`src/rtl/eps_pkg.sv`:
```
package eps_pkg;

   localparam int ARG_W = 12;
   localparam int IDX_W = 6;

   typedef enum logic [2:0] {
      K_END, K_RST, K_DLY, K_BSY, K_CMD, K_DAT
   } kind_e;

   typedef enum logic [1:0] {
      OP_RESET, OP_INIT, OP_UPDATE, OP_NONE
   } op_e;

   typedef enum logic [1:0] {
      S_IDLE, S_RUN, S_GAP
   } state_e;

   // One script step: arg is a byte for CMD/DAT, a level for RST,
   // a millisecond count for DLY/BSY.
   typedef struct packed {
      kind_e            kind;
      logic [ARG_W-1:0] arg;
      logic             last;
   } step_t;

endpackage

```
`src/rtl/eps_tick.sv`:
```
module eps_tick #(
   parameter int CLK_PER_MS = 200000
) (
   input  logic clk,
   input  logic rst_n,
   input  logic en,
   input  logic clr,
   output logic tick
);
   if (CLK_PER_MS == 1) begin : g_direct
      assign tick = en;
   end else begin : g_count
      localparam int CW = $clog2(CLK_PER_MS);
      localparam logic [CW-1:0] LAST = CW'(CLK_PER_MS - 1);
      logic [CW-1:0] cnt;

      always_ff @(posedge clk or negedge rst_n) begin
         if (!rst_n)      cnt <= '0;
         else if (clr)    cnt <= '0;
         else if (en)     cnt <= (cnt == LAST) ? '0 : cnt + 1'b1;
      end

      assign tick = en && (cnt == LAST);
   end
endmodule

```
`src/rtl/eps_script.sv`:
```
module eps_script
   import eps_pkg::*;
#(
   parameter int PANEL_W     = 792,
   parameter int PANEL_H     = 272,
   parameter int RST_MS      = 20,
   parameter int SETTLE_MS   = 10,
   parameter int BSY_RST_MS  = 100,
   parameter int BSY_INIT_MS = 100,
   parameter int BSY_UPD_MS  = 2500
) (
   input  op_e              op,
   input  logic [IDX_W-1:0] idx,
   output step_t            step
);
   localparam logic [7:0]  XE = 8'((PANEL_W / 2 - 1) / 8);
   localparam logic [15:0] YE = 16'(PANEL_H - 1);
   localparam int WIN_LEN = 15;

   function automatic step_t cmd(logic [7:0] b);
      return '{kind: K_CMD, arg: {{(ARG_W-8){1'b0}}, b}, last: 1'b1};
   endfunction

   function automatic step_t dat(logic [7:0] b, logic l);
      return '{kind: K_DAT, arg: {{(ARG_W-8){1'b0}}, b}, last: l};
   endfunction

   function automatic step_t tim(kind_e k, int ms);
      return '{kind: k, arg: ARG_W'(ms), last: 1'b0};
   endfunction

   function automatic step_t fin();
      return '{kind: K_END, arg: '0, last: 1'b0};
   endfunction

   // Full-panel RAM window for one controller; t is its command offset.
   function automatic step_t win(logic [IDX_W-1:0] k, logic [7:0] t);
      case (k)
         0:  return cmd(8'h11 | t);
         1:  return dat(8'h03, 1'b1);
         2:  return cmd(8'h44 | t);
         3:  return dat(8'h00, 1'b0);
         4:  return dat(XE, 1'b1);
         5:  return cmd(8'h45 | t);
         6:  return dat(8'h00, 1'b0);
         7:  return dat(8'h00, 1'b0);
         8:  return dat(YE[7:0], 1'b0);
         9:  return dat(YE[15:8], 1'b1);
         10: return cmd(8'h4E | t);
         11: return dat(8'h00, 1'b1);
         12: return cmd(8'h4F | t);
         13: return dat(8'h00, 1'b0);
         default: return dat(8'h00, 1'b1);
      endcase
   endfunction

   logic [IDX_W-1:0] j;
   assign j = idx - IDX_W'(2 * WIN_LEN);

   always_comb begin
      step = fin();
      case (op)
         OP_RESET: case (idx)
            0: step = '{kind: K_RST, arg: ARG_W'(1), last: 1'b0};
            1: step = tim(K_DLY, RST_MS);
            2: step = '{kind: K_RST, arg: '0, last: 1'b0};
            3: step = tim(K_DLY, RST_MS);
            4: step = '{kind: K_RST, arg: ARG_W'(1), last: 1'b0};
            5: step = tim(K_DLY, RST_MS);
            6: step = tim(K_BSY, BSY_RST_MS);
            default: step = fin();
         endcase
         OP_INIT: case (idx)
            0:  step = cmd(8'h12);
            1:  step = tim(K_DLY, SETTLE_MS);
            2:  step = tim(K_BSY, BSY_INIT_MS);
            3:  step = cmd(8'h18);
            4:  step = dat(8'h80, 1'b1);
            5:  step = cmd(8'h22);
            6:  step = dat(8'hB1, 1'b1);
            7:  step = cmd(8'h20);
            8:  step = tim(K_DLY, SETTLE_MS);
            9:  step = tim(K_BSY, BSY_INIT_MS);
            10: step = cmd(8'h1A);
            11: step = dat(8'h64, 1'b0);
            12: step = dat(8'h00, 1'b1);
            13: step = cmd(8'h22);
            14: step = dat(8'h91, 1'b1);
            15: step = cmd(8'h20);
            16: step = tim(K_DLY, SETTLE_MS);
            17: step = tim(K_BSY, BSY_INIT_MS);
            default: step = fin();
         endcase
         OP_UPDATE: begin
            if (idx < IDX_W'(WIN_LEN))
               step = win(idx, 8'h80);
            else if (idx < IDX_W'(2 * WIN_LEN))
               step = win(idx - IDX_W'(WIN_LEN), 8'h00);
            else case (j)
               0: step = cmd(8'h21);
               1: step = dat(8'h40, 1'b0);
               2: step = dat(8'h10, 1'b1);
               3: step = cmd(8'h1A);
               4: step = dat(8'h64, 1'b0);
               5: step = dat(8'h00, 1'b1);
               6: step = cmd(8'h22);
               7: step = dat(8'hD7, 1'b1);
               8: step = cmd(8'h20);
               9: step = tim(K_BSY, BSY_UPD_MS);
               default: step = fin();
            endcase
         end
         default: step = fin();
      endcase
   end
endmodule

```
`src/rtl/epaper_seq.sv`:
```
module epaper_seq
   import eps_pkg::*;
#(
   parameter int CLK_PER_MS  = 200000,
   parameter int SYNC_STAGES = 2,
   parameter int PANEL_W     = 792,
   parameter int PANEL_H     = 272,
   parameter int RST_MS      = 20,
   parameter int SETTLE_MS   = 10,
   parameter int BSY_RST_MS  = 100,
   parameter int BSY_INIT_MS = 100,
   parameter int BSY_UPD_MS  = 2500
) (
   input  logic       clk,
   input  logic       rst_n,
   input  logic       start,
   input  logic [1:0] op,
   input  logic       pnl_busy,
   input  logic       sh_ready,
   output logic       pnl_rst_n,
   output logic       sh_valid,
   output logic [7:0] sh_data,
   output logic       sh_dc,
   output logic       sh_cs_n,
   output logic       run,
   output logic       done,
   output logic       timeout_warn
);
   localparam int MS_MAX = (1 << ARG_W) - 1;

   if (CLK_PER_MS < 1) begin : g_bad_clk
      $error("CLK_PER_MS must be at least 1");
   end
   if (SYNC_STAGES < 0) begin : g_bad_sync
      $error("SYNC_STAGES must not be negative");
   end
   if (RST_MS < 1 || SETTLE_MS < 1 || BSY_RST_MS < 1 || BSY_INIT_MS < 1 ||
       BSY_UPD_MS < 1 || RST_MS > MS_MAX || SETTLE_MS > MS_MAX ||
       BSY_RST_MS > MS_MAX || BSY_INIT_MS > MS_MAX || BSY_UPD_MS > MS_MAX) begin : g_bad_ms
      $error("millisecond counts must lie in 1..2**ARG_W-1");
   end
   if (PANEL_W < 16 || (PANEL_W / 2 - 1) / 8 > 255 || PANEL_H < 2 || PANEL_H > 65536) begin : g_bad_panel
      $error("panel size outside the addressable window");
   end

   // ---------------- busy synchroniser ----------------
   logic busy_s;
   if (SYNC_STAGES == 0) begin : g_nosync
      assign busy_s = pnl_busy;
   end else begin : g_sync
      logic [SYNC_STAGES-1:0] chain;
      always_ff @(posedge clk or negedge rst_n) begin
         if (!rst_n) chain <= '0;
         else begin
            chain[0] <= pnl_busy;
            for (int k = 1; k < SYNC_STAGES; k++) chain[k] <= chain[k-1];
         end
      end
      assign busy_s = chain[SYNC_STAGES-1];
   end

   // ---------------- state ----------------
   state_e           state;
   op_e              op_q;
   logic [IDX_W-1:0] idx;
   logic [ARG_W-1:0] ms_cnt;
   logic             fresh, rst_q, warn_q, done_q;
   step_t            step;
   logic             timed, tick, adv, gap, fin, to_warn, poll, last_ms;

   eps_script #(
      .PANEL_W(PANEL_W), .PANEL_H(PANEL_H), .RST_MS(RST_MS),
      .SETTLE_MS(SETTLE_MS), .BSY_RST_MS(BSY_RST_MS),
      .BSY_INIT_MS(BSY_INIT_MS), .BSY_UPD_MS(BSY_UPD_MS)
   ) u_script (
      .op(op_q), .idx(idx), .step(step)
   );

   assign timed = (state == S_RUN) && (step.kind == K_DLY || step.kind == K_BSY);

   eps_tick #(.CLK_PER_MS(CLK_PER_MS)) u_tick (
      .clk(clk), .rst_n(rst_n), .en(timed), .clr(adv), .tick(tick)
   );

   assign poll    = fresh || tick;
   assign last_ms = (ms_cnt == step.arg - ARG_W'(1));

   always_comb begin
      adv = 1'b0; gap = 1'b0; fin = 1'b0; to_warn = 1'b0;
      if (state == S_RUN) begin
         case (step.kind)
            K_RST: adv = 1'b1;
            K_DLY: adv = tick && last_ms;
            K_BSY: begin
               if (poll && !busy_s) adv = 1'b1;
               else if (tick && last_ms) begin
                  adv = 1'b1; to_warn = 1'b1;
               end
            end
            K_CMD: begin adv = sh_ready; gap = 1'b1; end
            K_DAT: begin adv = sh_ready; gap = step.last; end
            default: fin = 1'b1;
         endcase
      end
   end

   always_ff @(posedge clk or negedge rst_n) begin
      if (!rst_n) begin
         state  <= S_IDLE;
         op_q   <= OP_RESET;
         idx    <= '0;
         ms_cnt <= '0;
         fresh  <= 1'b0;
         rst_q  <= 1'b1;
         warn_q <= 1'b0;
         done_q <= 1'b0;
      end else begin
         done_q <= 1'b0;
         case (state)
            S_IDLE: if (start && op_e'(op) != OP_NONE) begin
               state  <= S_RUN;
               op_q   <= op_e'(op);
               idx    <= '0;
               ms_cnt <= '0;
               fresh  <= 1'b1;
               warn_q <= 1'b0;
            end
            S_RUN: if (fin) begin
               state  <= S_IDLE;
               done_q <= 1'b1;
            end else begin
               if (step.kind == K_RST) rst_q <= step.arg[0];
               if (to_warn) warn_q <= 1'b1;
               if (adv) begin
                  idx    <= idx + 1'b1;
                  ms_cnt <= '0;
                  fresh  <= 1'b1;
                  if (gap) state <= S_GAP;
               end else begin
                  fresh <= 1'b0;
                  if (tick) ms_cnt <= ms_cnt + 1'b1;
               end
            end
            default: state <= S_RUN;
         endcase
      end
   end

   assign sh_valid     = (state == S_RUN) && (step.kind == K_CMD || step.kind == K_DAT);
   assign sh_data      = step.arg[7:0];
   assign sh_dc        = (step.kind == K_DAT);
   assign sh_cs_n      = !sh_valid;
   assign run          = (state != S_IDLE);
   assign done         = done_q;
   assign pnl_rst_n    = rst_q;
   assign timeout_warn = warn_q;
endmodule

```
`config.mk`:
```
export PLATFORM = sky130hd
export DESIGN_NAME = epaper_seq
export DESIGN_NICKNAME = d
export VERILOG_FILES = /design/src/rtl/eps_pkg.sv /design/src/rtl/eps_tick.sv /design/src/rtl/eps_script.sv /design/src/rtl/epaper_seq.sv
export SDC_FILE = /design/constraint.sdc
export NUM_CORES = 1
export LEC_CHECK = 0
export BUFFER_PORTS_ARGS = -buffer_cell sky130_fd_sc_hd__buf_2
export CAP_MARGIN = 30
export CORE_UTILIZATION = 40
export CTS_CLUSTER_SIZE = 12
export DETAILED_ROUTE_END_ITERATION = 8
export GPL_TIMING_DRIVEN = 1
export MAX_ROUTING_LAYER = met4
export PLACE_DENSITY = 0.68
export SETUP_SLACK_MARGIN = 0.2
export SYNTH_ARGS = -nofsm -noshare
export SYNTH_HDL_FRONTEND = slang
export SYNTH_SLANG_ARGS = --single-unit
```
`constraint.sdc`:
```
create_clock -name clk -period 4.4 [get_ports clk]
set_input_delay 0 -clock clk [delete_from_list [all_inputs] [get_ports clk]]
set_output_delay 0 -clock clk [all_outputs]
set_load 0.005 [all_outputs]
```
Word level (Yosys, flattened, before mapping)
Memory sizes are Yosys's and may differ from the RTL's.
Index checks and enable logic that the tools add are counted.
- register bits: 46
- bits in read-only memories: 912
- input bits: 7
- output and inout bits: 15
- memories kept: 4
- memories (memory ; depth ; bits a word ; rd ports ; clocked after Yosys merged registers in ; write ports ; line ; text):
    (no name shown) ; 32 ; 12 ; 1 ; 0 ; 0 ; eps_script.sv:73 ; OP_INIT: case (idx)
    (no name shown) ; 16 ; 14 ; 1 ; 0 ; 0 ; eps_script.sv:99 ; else case (j)
    (no name shown) ; 16 ; 10 ; 1 ; 0 ; 0 ; eps_script.sv:38 ; case (k)
    (no name shown) ; 16 ; 9 ; 1 ; 0 ; 0 ; eps_script.sv:38 ;
- $add $sub $neg: 6
- magnitude comparators: 2
- equality and inequality tests: 24
- muxes and demuxes: 46
- bitwise operators: 1
- reductions and logical operators: 31
- operator list (kind ; number):
    $mux 16 ; 6
    $pmux 15 s4 ; 1
    $mux 18 ; 3
    $mux 12 ; 4
    $pmux 16 s3 ; 1
    $pmux 12 s2 ; 1
    $add 18x1->18 const B ; 1
    $eq 18x18->1 const B ; 1
    $eq 6x3->1 const B ; 3
    $mux 6 ; 3
    $mux 1 ; 17
    $add 12x1->12 const B ; 1
    $eq 12x12->1 ; 1
    $eq 6x2->1 const B ; 2
    $pmux 6 s2 ; 1
    $reduce_and 4->1 ; 3
    $sub 12x1->12 const B ; 1
    $logic_not 2->1 ; 5
    $ne 2x2->1 const B ; 5
    $ne 3x3->1 const B ; 3
    $reduce_and 3->1 ; 3
    $mux 2 ; 4
    $add 6x1->6 const B ; 1
    $eq 3x2->1 const B ; 2
    22 further kinds ; 37

Depth between registers and ports, before layout
Gate-level depths: netlist of the first run.
- depth after elaboration: 18
- gate-level depth with buffers: 20

Modules after synthesis
From an unflattened synthesis of the first run, not the netlist that was laid out.
- cell total of the unflattened synthesis: 564
- area total of the unflattened synthesis: 4474.3 µm²
- by module, submodules not included (module ; times used ; cells an instance ; area each (µm²)):
    epaper_seq ; 1 ; 218 ; 1940.6
    eps_script ; 1 ; 237 ; 1510.2
    eps_tick ; 1 ; 109 ; 1023.5

Least setup slack after synthesis of the first run
No wires, ideal clock.
- path type: register to register
- from: register idx[1]
- to: register idx[1]
- setup time: 125 ps
- arrival: 4122 ps
- slack: 154 ps
- cell stages (with the launch flop): 20
- buffers on the path: 3
- period minus slack after synthesis: 4246 ps
- path through: dfrtp_1 buf_6 inv_1 ha_1 clkbuf_1 a32oi_1 o221a_2 a211oi_1 a221oi_1 o21a_1 ha_1 inv_1 or3_1 mux2i_1 or4_4 a2111oi_4 a21oi_2 a21oi_1 buf_2 o2bb2ai_1
- word-level cells in the longest chain between the ends: 17
- elaborated cells between the ends (all ways): 55
- classes of those cells: 4 x add/sub; 2 x order compare; 14 x eq/ne; 17 x mux; 14 x reduce/logical; 4 x memory
- RTL lines (item ; line ; text):
    start: declaration ; epaper_seq.sv:65 ; logic [IDX_W-1:0] idx;
    start signal: assignment ; epaper_seq.sv:135 ; idx <= idx + 1'b1;
    parallel branches: the longest is 17 deep, another holds $mem_v2 16x14 ; -- ;
Parallel ways; which one is timed is not known. The select of a mux whose other input is x is not followed.
A chain may end at the register's enable or synchronous reset.

Final worst setup path of the first run
- from: register idx[1]
- to: register idx[3]
Same word-level chain as after synthesis.

==> reports/metrics.csv, run 1 <==
metric;value;unit
routed_wl;13550;microns
outcome;finished, final reports clean;
ys.flop_type;dfrtp_1;
clk_path_buf_depth;2;
ir_drop;0.3416;mV
cts_num_sinks;46;
worst_hold_path_type;primary input to flip-flop;
maxCapViolations;0;
cts_tree;yes;
vias;4526;
syn_area;4410;sq um
yosysSeqAreaShare;26.13;%
rsz0062_at_grt;yes;
swShare;50.65;%
synth.avg_cell_area;7.933;sq um
drive_above_1_share;25.16;%
synth_seq_cells;46;
io_buffers;21;
worst_slew_pin_slew;0.5942;ns
dr_wl_met3;856;microns
combPwrFrac;74.7;%
start_util;41.97;%
avgViaCountPerCell;6.051;
highest_layer;met4;
die_h;107.0;microns
drc;0;
cp_data_arrival_time;4.29;ns
fin_nets;634;
syn2layout_area_growth;21.05;%
path_max_fanout;7;
synth_nets;579;
reg2reg_slack;0.36;ns
finalCritPeriodShare;91.89;%
die-area;11450;sq um
yosysWarningCount;0;
grtUsageTotal;24.39;%
antenna_found_initial;0;
diodes;0;
r2r_cells;16;
period_minus_slack;4.043;ns
finClkSkew;0.004995;ns
synth_edf_count;0;
worst_slack;0.3568;ns
drv_slew;0;
p_clk_share;8.2;%
synth_cells;556;
synth_top_area_share;25.53;%
ys_top_cells_by_area;dfrtp_1 26%, nor2_1 4.8%, nand2_1 4.6%;
ant_nets;0;
holdPathStages;4;
slew-limit-headroom;60.24;%
sequentialPowerShare;17.1;%
grt_max_degree;52;
wl_per_cell;18.11;microns
cts_max_level;2;
coreArea;10510;sq um
startpoint_type;flip-flop;
synthArstFlopShare;100.0;%
finalSetupViolations;0;
drt_pass1_iterations;7;
die_w;107.0;microns
row_count;37;
fmax;247.3;MHz
clockRootBuffer;clkbuf_8;
io_pins;22;
p_per_area;620.6;nW/um^2
dp_hpwl;10120;microns
filler_cell_count;998;
placed_area;4862;sq um
clock_latency;0.31;ns
route.met2.wl;6244;microns
stdcell_area;5339;sq um
synth_area_leader_cell;dfrtp_1;
gp_congestion;0.9533;
finalHoldViolations;0;
grt_pass1_wl;21470;microns
path_clk_slew;0.09;ns
critical_path_required;4.65;ns
cts_buffers;5;
first_iter_violations;375;
regArea;1156;sq um
p_leak;0.002292;uW
multi_input_area;3167;sq um
internal_power;1635;uW
criticalPathCategory;flip-flop to flip-flop;
dp_slack;-0.01130;ns
grt-ovfl-total;0;
met1_length;6009;microns
switchingPower;1678;uW
grt_pass1_vias;4270;
synthDistinctLibCells;77;
endpoint_kind;flip-flop;
-- power groups by stage --
stage                     clock network (uW)  registers [uW]  logic (uW)
after global placement                     0             561        2140
after global routing                     296             574        2670
after floorplan                            0             547        1470
after CTS                                276             558        2200
final                                    271             567        2480
after detailed placement                   0             565        2160
-- final timing paths --
| path | start | end |
|---|---|---|
| max | idx[1] | idx[3] |
| min | start | state[0] |
| max reg2reg | idx[1] | idx[3] |
| min reg2reg | g_sync.chain[0] | g_sync.chain[1] |
| max in group asynchronous | rst_n | pnl_rst_n |
| min in group asynchronous | rst_n | state[1] |
-- per-layer routing --
| metal | vias to the layer above | global-route usage [%] |
|---|---|---|
| li1 | 2137 | - |
| met1 | 2180 | 31.59 |
| met2 | 172 | 38.25 |
| met3 | 37 | 4.073 |
| met4 | 0 | 9.100 |
| met5 | - | - |
-- flip-flops by register name (all words and copies together), names as in the netlist --
register            cells
idx                     6
done                    1
state                   2
op_q                    2
fresh                   1
u_tick.g_count.cnt     18
pnl_rst_n               1
ms_cnt                 12
timeout_warn            1
g_sync.chain            2
-- cell usage in the layout, fill, tap and decap left out, types with 4 or more instances in the layout --
cell,n
buf_12,5
mux2_2,4
xor2_1,19
buf_2,21
dfrtp_1,42
a211oi_1,5
and2_1,5
or3_1,4
o21a_1,5
o211ai_1,7
a21oi_1,36
ha_2,4
o21ai_0,22
inv_1,18
ha_1,9
dlygate4sd3_1,4
nand3b_1,4
nand2b_1,9
a31oi_1,7
clkbuf_8,5
mux2i_1,7
nor2_1,55
nor2b_1,12
nand3_1,19
xnor2_1,10
nand4_1,14
o21ai_1,6
nand2_1,51
nor3_1,19
buf_4,51
and3_1,19
-- timing repair --
action,4_1_cts,5_1_grt
cloned,0,1
gates resized for setup,7,46
hold endpoints to repair,22,0
endpoints found under the setup margin,36,37
buffers inserted,1,11
pin swaps,2,18
hold buffers,4,0
-- cells in the mapped netlist (all sizes together), types with 3 or more instances --
| cell type | count |
|---|---|
| a2111oi | 3 |
| a211oi | 7 |
| a21oi | 40 |
| a22oi | 3 |
| a311oi | 4 |
| a31oi | 8 |
| a32oi | 4 |
| and2 | 5 |
| and3 | 22 |
| buf | 23 |
| clkbuf | 14 |
| dfrtp | 45 |
| ha | 16 |
| inv | 22 |
| mux2 | 4 |
| mux2i | 8 |
| mux4 | 3 |
| nand2 | 54 |
| nand2b | 9 |
| nand3 | 19 |
| nand3b | 4 |
| nand4 | 14 |
| nor2 | 57 |
| nor2b | 13 |
| nor3 | 22 |
| nor3b | 3 |
| nor4 | 4 |
| o211a | 3 |
| o211ai | 7 |
| o21a | 5 |
| o21ai | 28 |
| o22ai | 3 |
| or2 | 3 |
| or3 | 4 |
| or4 | 3 |
| xnor2 | 12 |
| xor2 | 20 |
-- through the flow --
| step | setup TNS [ns] | total power [uW] | util [%] | hold slack [ns] | instances |
|---|---|---|---|---|---|
| global route | 0 | 3536 | 50.80 | 0.1214 | 748 |
| global placement | 0 | 2704 | 46.08 | 0.1087 | 722 |
| floorplan | 0 | 2015 | - | -0.2956 | 556 |
| detailed placement | -0.01130 | 2727 | 46.27 | -0.02099 | 723 |
| finish | 0 | 3313 | 50.80 | 0.07591 | 748 |
| CTS | 0 | 3034 | 47.86 | 0.06731 | 736 |
-- critical path, cell delays in order, from the launching register on --
cell and delay (ns):
dfrtp_2 0.48, clkinv_4 0.10, ha_2 0.19, or3b_2 0.45
o221a_2 0.16, a211oi_4 0.26, a221oi_4 0.10, o21a_1 0.24
ha_2 0.35, xor2_1 0.13, o2111ai_1 0.11, or4_4 0.44
a2111oi_4 0.19, buf_4 0.20, a21oi_4 0.09, or4_1 0.40
nand3_1 0.09
-- area by class of cell --
type                    instances  share of cell area, %
repair buffers                 84                  12.47
flip-flops and latches         46                  21.65
clock buffers                   5                  1.289
multi-input cells             452                  59.32
inverters                      22                  1.640
clock inverters                 3                 0.4453
well taps                     136                  3.187
-- logic make-up after synthesis --
| kind of cell | synth area share [%] |
|---|---|
| compound gates | 22.61 |
| xor+xnor | 6.525 |
| fa+ha+maj | 4.539 |
| buf+inv | 7.007 |
| flops | 26.13 |
| mux | 4.369 |
| simple gates | 28.82 |
Note: power is estimated with default switching activity, not from simulation.
==> run 2, diff against run 1 <==
- clock period: 4.4 -> 3.35 ns (I/O delays scaled with it)
==> run 2 against run 1 <==
  * The flow now finishes with violations (setup timing)
  * Wire length grew 15%
  * Worst hold slack worse by 0.028 ns
  * Via count up 10%
  * Critical path type unchanged
  * Critical endpoint is now u_tick.g_count.cnt[12]
  * Largest power group unchanged
==> reports/metrics.csv, run 2 (synthesis results as in run 1) <==
metric;value;unit;change
worst_slew_pin_slew;0.5646;ns;-0.02963 ns
final_cell_mix;162 x buf_4, 54 x nor2_1, 50 x nand2_1;;
coreArea;10510;sq um;unchanged
io_buffers;21;;unchanged
finalHoldViolations;0;;unchanged
clock_latency;0.30;ns;about the same
finClkSkew;0.006176;ns;+0.001181 ns
period_minus_slack;4.069;ns;+0.02581 ns
row_count;37;;unchanged
ant_nets;0;;unchanged
rsz0062_at_grt;yes;;
io_pins;22;;unchanged
die_w;107.0;microns;unchanged
clk_path_buf_depth;2;;unchanged
syn2layout_area_growth;47.40;%;
mostFrequentLayoutCell;buf_4;;
clockRootBuffer;clkbuf_8;;
cts_buffers;5;;unchanged
tns;-24.59;ns;-24.59 ns
grt_pass1_vias;4946;;+16%
avgViaCountPerCell;5.787;;-4.4%
startpoint_type;flip-flop;;
path_clk_slew;0.10;ns;about the same
fmax;245.8;MHz;-0.63%
grt_pass1_wl;24780;microns;+15%
outcome;complete, but fails checks;;
cts_max_level;2;;unchanged
placed_area;5734;sq um;+18%
worst_hold_path_type;primary input to flip-flop;;
largest-register;u_tick.g_count.cnt;;
cp_data_arrival_time;4.27;ns;-0.02 ns
p_leak;0.002921;uW;+27%
die-area;11450;sq um;unchanged
stdcell_area;6501;sq um;+22%
finalCritPeriodShare;121.5;%;+30 points
largest_reg_flops;18;;unchanged
diodes;0;;unchanged
dp_hpwl;11670;microns;+15%
grt-ovfl-total;0;;unchanged
dp_slack;-0.9215;ns;-0.9102 ns
violations;setup timing;;
wl_per_cell;18.06;microns;-0.32%
drv_slew;0;;unchanged
routed_wl;15580;microns;+15%
drc;0;;unchanged
final_util;61.86;%;+11 points
reg2reg_slack;-0.72;ns;-1.08 ns
cts_tree;yes;;
vias;4994;;+10%
drt_pass1_iterations;7;;unchanged
die_h;107.0;microns;unchanged
cts_num_sinks;46;;unchanged
fin_nets;749;;+18%
critical_path_required;3.55;ns;-1.10 ns
first_iter_violations;349;;-6.9%
p_per_area;857.1;nW/um^2;+38%
power;5572;uW;+68%
antenna_found_initial;0;;unchanged
largestRegisters;u_tick.g_count.cnt (18), ms_cnt (12), idx (6);;
endpoint_kind;flip-flop;;
finalSetupViolations;38;;+38
maxCapViolations;0;;unchanged
worst_slack;-0.7190;ns;-1.076 ns
gp_congestion;0.9880;;+3.6%
grt_max_degree;28;;-46%
criticalPathCategory;flip-flop to flip-flop;;
path_max_fanout;8;;+1
ir_drop;0.6998;mV;+100%
drive_above_1_share;41.27;%;+16 points
grtUsageTotal;28.37;%;+4.0 points
start_util;41.97;%;unchanged
slew-limit-headroom;62.36;%;+2.1 points
[run 2: changes by cell type in the layout (fill, tap and decap cells not counted), sizes merged]
cell | before | now
buf | 80 | 194
bufinv | 0 | 1
clkinv | 1 | 0
clkbuf | 5 | 6
[run 2: area by class of cell]
cell class                 count  area (sq um)
timing repair buffer         199          1549
tap                          136         170.2
fill                         888          4008
clock buffer                   5         68.82
multi-input combinational    452          3416
inverter                      22         93.84
clock inverter                 3         48.80
sequential                    46          1155
[run 2: worst paths after layout]
| kind | startpoint | end | cells past startpoint |
|---|---|---|---|
| worst max-delay path | idx[1] | u_tick.g_count.cnt[12] | 17 |
| worst min-delay path | start | state[0] | 4 |
| worst max register to register | idx[1] | u_tick.g_count.cnt[12] | 17 |
| worst min register to register | g_sync.chain[0] | g_sync.chain[1] | 0 |
| max in group asynchronous | rst_n | pnl_rst_n | 3 |
| min in group asynchronous | rst_n | op_q[0] | 2 |
[run 2: metal layers]
layer	up-vias	GRT usage (%)	part of all wire (%)
li1	2381	-	-
met1	2387	37.56	43
met2	192	45.76	48
met3	34	2.614	6.1
met4	0	9.295	2.6
met5	-	-	0
[run 2: metrics by stage]
step / std cells / hold slack [ns]
floorplan: 556 / -0.2956
global placement: 831 / 0.1088
detailed placement: 832 / -0.01420
CTS: 860 / 0.05262
global route: 863 / 0.1229
finish: 863 / 0.04760
[run 2: power by group]
| group | switching, uW | leakage (uW) | total [uW] | internal (uW) |
|---|---|---|---|---|
| sequential | 95.5 | 0.000618 | 741 | 645 |
| combinational | 2250 | 0.00225 | 4400 | 2150 |
| clock | 208 | 0.0000563 | 436 | 227 |
| total | 2550 | 0.00292 | 5570 | 3020 |
[run 2: what timing repair did]
item                                    4_1_cts  5_1_grt
endpoints found under the setup margin       39       39
resized for setup                            55       40
setup buffers                                14        3
cloned                                        2        0
hold buffers                                  4        0
endpoints found under the hold margin        22        0
pin swaps                                    22       13
[run 2: worst max-delay path: stages (launching register included)]
cell and delay (ns):
dfrtp_2 0.45, clkinvlp_4 0.24, buf_6 0.19, ha_1 0.23, o311ai_4 0.34, o21ai_4 0.13
a211oi_4 0.33, ha_4 0.26, xor2_1 0.14, o2111ai_1 0.13, or4_4 0.51, a2111oi_4 0.19
buf_4 0.18, a21oi_4 0.08, buf_12 0.13, nor2_4 0.18, clkbuf_16 0.19, nor2_1 0.04
